--- config.mk ---
export PLATFORM = sky130hd
export DESIGN_NAME = frame_err_bank
export DESIGN_NICKNAME = d
export VERILOG_FILES = /design/src/rtl/fe_stat_pkg.sv /design/src/rtl/fe_event_capture.sv /design/src/rtl/fe_bank_word.sv /design/src/rtl/fe_read_mux.sv /design/src/rtl/frame_err_bank.sv
export SDC_FILE = /design/constraint.sdc
export NUM_CORES = 1
export LEC_CHECK = 0
export BUFFER_PORTS_ARGS = -buffer_cell sky130_fd_sc_hd__buf_2
export CAP_MARGIN = 20
export CORE_MARGIN = 4
export CORE_UTILIZATION = 60
export CTS_CLUSTER_SIZE = 24
export DETAILED_ROUTE_END_ITERATION = 10
export MAX_ROUTING_LAYER = met4
export PLACE_DENSITY = 0.88
export SLEW_MARGIN = 20
export SYNTH_ARGS = -nofsm -noshare
export SYNTH_HDL_FRONTEND = slang
export SYNTH_HIERARCHICAL = 1
export SYNTH_SLANG_ARGS = --single-unit
--- constraint.sdc ---
create_clock -name clk -period 2.83 [get_ports clk]
set_clock_uncertainty 0.2 [all_clocks]
set_input_delay 0.1415 -clock clk [delete_from_list [all_inputs] [get_ports clk]]
set_output_delay 0.1415 -clock clk [all_outputs]
set_load 0.03 [all_outputs]
--- src/rtl/fe_stat_pkg.sv ---
package fe_stat_pkg;

   // Sticky error flags of one frame slot
   typedef struct packed {
      logic underrun;   // read bit 7
      logic overrun;    // read bit 6
      logic framing;    // read bit 5
      logic size;       // read bit 4
      logic abort;      // read bit 3
      logic crc;        // read bit 2
   } err_flags_t;

   localparam int unsigned FLAG_W    = $bits(err_flags_t);
   localparam int unsigned FLAG_LSB  = 2;
   localparam int unsigned BYTE_W    = 8;

   // Place the flags in a read byte; bits below FLAG_LSB read as zero
   function automatic logic [BYTE_W-1:0] flags_to_byte(input err_flags_t f);
      logic [BYTE_W-1:0] b;
      b = '0;
      b[FLAG_LSB +: FLAG_W] = f;
      return b;
   endfunction

endpackage

--- src/rtl/fe_event_capture.sv ---
module fe_event_capture
   import fe_stat_pkg::*;
(
   input  logic       tx_starve,
   input  logic       tx_done,
   input  logic       rx_push,
   input  logic       fifo_full,
   input  logic       ev_framing,
   input  logic       ev_size,
   input  logic       ev_abort,
   input  logic       ev_crc,
   output err_flags_t set_o
);

   always_comb begin
      set_o          = '0;
      set_o.underrun = tx_starve & ~tx_done;
      set_o.overrun  = rx_push & fifo_full;
      set_o.framing  = ev_framing;
      set_o.size     = ev_size;
      set_o.abort    = ev_abort;
      set_o.crc      = ev_crc;
   end

endmodule

--- src/rtl/fe_bank_word.sv ---
module fe_bank_word
   import fe_stat_pkg::*;
(
   input  logic       clk,
   input  logic       rst_n,
   input  logic       clr_i,
   input  err_flags_t set_i,
   output err_flags_t word_o
);

   err_flags_t word_q;

   always_ff @(posedge clk or negedge rst_n) begin
      if (!rst_n)
         word_q <= '0;
      else if (clr_i)
         word_q <= '0;
      else
         word_q <= word_q | set_i;
   end

   assign word_o = word_q;


   clr_wins_chk: assert property (@(posedge clk) disable iff (!rst_n)
      clr_i |=> (word_o == '0));


   sticky_hold_chk: assert property (@(posedge clk) disable iff (!rst_n)
      !clr_i |=> ((word_o & $past(word_o)) == $past(word_o)));


   set_lands_chk: assert property (@(posedge clk) disable iff (!rst_n)
      !clr_i |=> ((word_o & $past(set_i)) == $past(set_i)));

endmodule

--- src/rtl/fe_read_mux.sv ---
module fe_read_mux
   import fe_stat_pkg::*;
#(
   parameter int unsigned NUM_BANKS = 8,
   parameter int unsigned SEL_W     = 3,
   parameter bit          READ_REG  = 1'b0
)(
   input  logic                          clk,
   input  logic                          rst_n,
   input  err_flags_t [NUM_BANKS-1:0]    words_i,
   input  logic [SEL_W-1:0]              sel_i,
   output logic [BYTE_W-1:0]             rd_o
);

   logic [BYTE_W-1:0] sel_byte;

   always_comb begin
      sel_byte = '0;
      for (int k = 0; k < NUM_BANKS; k++)
         if (sel_i == SEL_W'(k))
            sel_byte = flags_to_byte(words_i[k]);
   end

   generate
      if (READ_REG) begin : g_reg
         logic [BYTE_W-1:0] rd_q;
         always_ff @(posedge clk or negedge rst_n) begin
            if (!rst_n) rd_q <= '0;
            else        rd_q <= sel_byte;
         end
         assign rd_o = rd_q;
      end else begin : g_comb
         logic unused_clk;
         assign unused_clk = clk ^ rst_n;
         assign rd_o = sel_byte;
      end
   endgenerate

endmodule

--- src/rtl/frame_err_bank.sv ---
module frame_err_bank
   import fe_stat_pkg::*;
#(
   parameter int unsigned NUM_BANKS = 8,
   parameter int unsigned SEL_W     = 3,
   parameter bit          READ_REG  = 1'b0
)(
   input  logic             clk,
   input  logic             rst_n,
   input  logic             err_clr,
   input  logic [SEL_W-1:0] cur_frame,
   input  logic             bof_ok,
   input  logic             tx_starve,
   input  logic             tx_done,
   input  logic             rx_push,
   input  logic             fifo_full,
   input  logic             ev_framing,
   input  logic             ev_size,
   input  logic             ev_abort,
   input  logic             ev_crc,
   input  logic [SEL_W-1:0] bank_sel,
   output logic [7:0]       rd_data
);

   localparam int unsigned SLOTS = 1 << SEL_W;

   initial begin
      if (NUM_BANKS < 2 || NUM_BANKS > SLOTS)
         $error("frame_err_bank: NUM_BANKS must be 2..2**SEL_W");
      if (BYTE_W != 8)
         $error("frame_err_bank: read byte must be 8 bits");
   end

   err_flags_t                 set_flags;
   err_flags_t [NUM_BANKS-1:0] words;

   fe_event_capture u_cap (
      .tx_starve  (tx_starve),
      .tx_done    (tx_done),
      .rx_push    (rx_push),
      .fifo_full  (fifo_full),
      .ev_framing (ev_framing),
      .ev_size    (ev_size),
      .ev_abort   (ev_abort),
      .ev_crc     (ev_crc),
      .set_o      (set_flags)
   );

   generate
      for (genvar k = 0; k < NUM_BANKS; k++) begin : g_bank
         logic       hit;
         logic       clr;
         err_flags_t set_k;

         assign hit   = (cur_frame == SEL_W'(k));
         assign clr   = err_clr | (bof_ok & hit);
         assign set_k = hit ? set_flags : '0;

         fe_bank_word u_word (
            .clk    (clk),
            .rst_n  (rst_n),
            .clr_i  (clr),
            .set_i  (set_k),
            .word_o (words[k])
         );


         other_bank_stable_chk: assert property (@(posedge clk) disable iff (!rst_n)
            (cur_frame != SEL_W'(k) && !err_clr) |=> $stable(words[k]));
      end
   endgenerate


   global_clear_chk: assert property (@(posedge clk) disable iff (!rst_n)
      err_clr |=> (words == '0));

   fe_read_mux #(
      .NUM_BANKS (NUM_BANKS),
      .SEL_W     (SEL_W),
      .READ_REG  (READ_REG)
   ) u_mux (
      .clk     (clk),
      .rst_n   (rst_n),
      .words_i (words),
      .sel_i   (bank_sel),
      .rd_o    (rd_data)
   );

endmodule

* Yosys cells after proc, flatten, opt, wreduce, memory -nomap -nowiden *
Cells that the tools add are included.
Widths: inputs -> output; s select.

operators by class
  add/subtract/negate cells = 0
  $mul = 0
  divide/modulo/power cells = 0
  magnitude comparators = 0
  equality and inequality tests = 14
  shift operators = 0
  muxes and demuxes = 24
  bitwise operators = 27
  reduce and logical (&&, ||, !) cells = 2

operators by type and width
  cell                number
  $mux 6              16
  $mux 8              8
  $or 6x6->6          8
  $eq 3x3->1 const B  8
  $eq 3x2->1 const B  4
  $and 1x1->1         10
  $or 1x1->1          8
  $eq 3x1->1 const B  2
  $logic_not 3->1     2
  $not 1->1           1

word-level totals
  register bits = 48
  latch bits = 0
  memory bits (writable) = 0
  ROM bits = 0
  bits of input ports = 18
  output and inout bits = 8
  logic and storage cells = 115
  memories = 0

* Depth between registers and ports, before layout *
  depth after elaboration = 9
  gate-level depth with buffers = 6
  gate-level depth less buffers = 4

* Hierarchy *
The synthesis kept the hierarchy.

by module, submodules not included
  module            times used  cells an instance  area each (um2)  sequential area each (um2)
  fe_bank_word      8           12                 210.2            150.1
  fe_read_mux       1           60                 545.5            0.0
  frame_err_bank    1           84                 424.2            0.0
  fe_event_capture  1           6                  50.0             0.0

* Worst setup path after synthesis *
OpenSTA, ideal clock, no wires.

  path kind = input port to output port
  start = input port bank_sel[0]
  end = output port rd_data[5]
  arrival time = 1.257 ns
  required time = 2.489 ns
  setup slack = 1.231 ns
  stages on the path = 5
  path buffers = 1
  path through = buf_6 and2b_2 o2bb2ai_1 a311oi_1 a31oi_1

on the way
  word-level cells in the longest chain between the ends = 9
  elaborated cells on any way between the ends = 16
  classes of those cells = eq/ne (7); mux (8); reduce/logical (1)

RTL lines
  element              RTL line              text
  start, declared      frame_err_bank.sv:21  input logic [SEL_W-1:0] bank_sel,
  $logic_not 3->1      fe_read_mux.sv:20     if (sel_i == SEL_W'(k))
  $mux 8 (7 in a row)  fe_read_mux.sv:20
  $mux 8 *             fe_read_mux.sv:20
  end, declared        frame_err_bank.sv:22  output logic [7:0] rd_data

Mark *: on every way between the ends. The rest lies on a longest branch, timed or not.

* Worst setup path after layout *
Ends and elaborated chain as after synthesis.

==> summary.md <==
| Metric | Value |
|---|---|
| Row count | `24` |
| Sw Share | `26.2%` |
| Synth area leaders | `dfrtp_1 44%, o21ba_1 18%, nor2_1 7.1%` |
| Syn Area/Cell | `roughly 11 sq um` |
| Routed via count | `1945` |
| CTS Buf Count | `5` |
| Starting Density | `between 60 and 70%` |
| First-pass detailed-route iteration total | `4` |
| Seq cells post-synth | `48` |
| Core ar. | `approximately 4400 sq um` |
| Measured slew at the worst slew-check pin | `0.590 ns` |
| Final net count | `280` |
| I/O pins | `26` |
| Most frequent cells in the layout | `51 x nor2_1, 48 x o21ba_1, 48 x dfrtp_1, 22 x buf_2, 15 x nand2b_1` |
| Number of synthesis warnings | `6` |
| Most common cell after layout, fill and taps aside | `nor2_1` |
| Maximum VDD drop | `271 uV` |
| Max-slew violations | `0` |
| Largest register FFs | `48` |
| DR iter-0 viols | `238` |
| Gp weighted congestion | `0.836` |
| Logic gate share of total power | `roughly 14%` |
| Total track usage | `23.5%` |
| Worst path max stage delay | `0.41 ns` |
| Clock period minus worst slack | `between 1.5 and 2 ns` |
| Post-Route WL | `about 5700 um` |
| Antenna cells | `0` |
| Worst-Skew Late Latency | `between 0.2 and 0.3 ns` |
| DRC | `0` |
| Critical path's most frequent cell | `buf_2` |
| Largest area contributor in the netlist | `dfrtp_1` |
| DIE WIDTH | `75.1 um` |
| CP required | `~2.5 ns` |
| Synthesis-to-finish area growth | `6.53%` |
| Slew margin rel. | `between 60% and 70%` |
| Final period util | `between 60% and 70%` |
| Die height | `around 75 um` |
| Fmax achieved | `around 0.51 GHz` |
| Post-Syn Instances | `roughly 250` |
| CTS tree | `built` |
| CTS H-Tree Depth | `2` |
| CTS sink cnt | `48` |
| Internal | `slightly below 1 mW` |
| IO buf count | `23` |
| Clock Path Buffers | `2` |
| Setup TNS | `0 ns` |
| Post-CTS Setup Bufs | `0` |
| Slowest CP cell | `buf_2` |
| Hold Path Class | `input port to flop` |
| Top-area cell type share of the netlist area | `44.5%` |
| Root Buffer | `clkbuf_8` |
| Reg power frac | `a little over half` |
| Final Hold Fails | `0` |
| Setup CP Type | `input port to output pin` |
| Largest net degree at the start of global routing | `between 40 and 50` |
| Layout cells sized above 1 | `between 15 and 20%` |
| Initial antenna violation count | `0` |
| Vias in the first global route | `approximately 1800` |
| PwrDens | `459 nW/um^2` |
| CP endpoint kind | `output pin` |
| Synth Cell Area | `approximately 2700 sq um` |
| Data arrival, critical path | `approximately 1.6 ns` |
| Sequential element share of the synthesized area | `between 40% and 50%` |
| Net Switching | `~0.35 mW` |
| Average wire per standard cell | `18.0 um` |
| Fill cell count | `about 320` |
| Total congestion overflow | `0` |
| Core Util, Final | `between 60 and 70%` |
| DPL Wire Length | `roughly 4100 um` |
| First-pass GRT wire length | `roughly 9500 um` |
| Post-route ant nets | `0` |
| CP Cell Sequence | `buf_2, and2b_2, o2bb2ai_1, a311oi_1, a31oi_1, buf_2` |
| Die area | `5640 sq um` |
| Yosys cell types | `29` |
| Clock Power Share | `a little under a third` |
| Via density | `between 6 and 7` |
| Max cap viols | `0` |
| Clock-pin slew on the worst setup and hold paths | `roughly 0.080 ns` |
| Crit start category | `input port` |
| Crit path max fanout | `19` |
| RSZ-0062 raised after global routing | `false` |
| Final setup fails | `0` |
| Status | `complete, no violations` |
| Pleak | `between 1.5 and 2 nW` |
-- metal layers --
layer	GRT usage (%)	up-vias	routed length, um
met5	-	-	0
met4	5.73	0	81
met3	5.47	8	412
met2	33.8	81	2620
met1	33.6	964	2560
li1	-	892	-
-- power by group through the flow --
stage | Combinational (mW) | Sequential [mW] | Clock [mW]
CTS | 0.189 | 0.716 | 0.426
finish | 0.190 | 0.717 | 0.414
floorplan | 0.138 | 0.726 | 0
global placement | 0.185 | 0.729 | 0
global route | 0.208 | 0.719 | 0.455
detailed placement | 0.187 | 0.730 | 0
-- cell usage after synthesis --
library cell / instances
o21bai_1: 6
mux2i_1: 6
o21bai_4: 2
nor2_1: 51
buf_4: 6
a21oi_1: 9
nand2_1: 12
o21ba_1: 48
o2bb2ai_1: 1
nor2b_4: 2
nand3_1: 1
or2_1: 2
conb_1: 1
dfrtp_1: 48
clkbuf_1: 1
o21ai_0: 4
a32o_2: 4
nand2b_1: 15
mux4_1: 5
inv_1: 1
and2_1: 2
buf_6: 3
buf_2: 6
nor2_2: 2
and2b_2: 1
a31oi_1: 1
a2111oi_2: 4
mux4_2: 1
a311oi_1: 1
-- cell type report --
| cell class | count | area (sq um) | share of cell area [%] |
|---|---|---|---|
| sequential | 48 | 1200 | 41.7 |
| clock inverter | 2 | 10.0 | 0.348 |
| multi-input combinational | 182 | 1390 | 48.2 |
| timing repair buffer | 24 | 128 | 4.43 |
| tap | 52 | 65.1 | 2.26 |
| inverter | 1 | 3.75 | 0.130 |
| clock buffer | 6 | 82.6 | 2.87 |
-- per-stage QoR --
stage | instances | total power [mW] | cell area (sq um) | worst slack (ns) | hold slack (ns)
6_report | 315 | 1.32 | 2880 | 0.883 | 0.119
2_1_floorplan | 247 | 0.864 | 2710 | 1.23 | -0.354
3_5_place_dp | 306 | 0.917 | 2770 | 0.908 | 0.189
4_1_cts | 315 | 1.33 | 2880 | 0.889 | 0.0986
3_3_place_gp | 306 | 0.914 | 2770 | 0.979 | 0.189
5_1_grt | 315 | 1.38 | 2880 | 0.787 | 0.130
-- final timing paths --
path	from	to	slack [ns]	cells past startpoint
max	bank_sel[0]	rd_data[5]	0.88	6
min	ev_crc	g_bank[5].u_word/word_o[0]	0.12	4
max reg2reg	g_bank[7].u_word/word_o[5]	g_bank[7].u_word/word_o[5]	1.92	1
min reg2reg	g_bank[6].u_word/word_o[4]	g_bank[6].u_word/word_o[4]	0.29	1
max in group asynchronous	rst_n	g_bank[4].u_word/word_o[1]	1.84	2
min in group asynchronous	rst_n	g_bank[3].u_word/word_o[5]	0.19	2
-- worst max-delay path: cells and delay by family --
| family | cells | cell delay (ns) |
|---|---|---|
| buf+inv | 2 | 0.60 |
| compound gates | 3 | 0.51 |
| simple gates | 1 | 0.35 |
-- repair_timing --
action                                 CTS  global route
gates resized for setup                  0             0
endpoints found under the hold margin   48             0
hold buffers                             1             0
-- logic make-up after synthesis --
group	count (synthesis)	synth area share [%]
buf+inv	17	4.31
flops	48	44.5
mux	12	7.92
other cells	1	0.139
compound gates	80	28.0
simple gates	88	15.1
No activity file was read; power rests on OpenSTA's default activity.
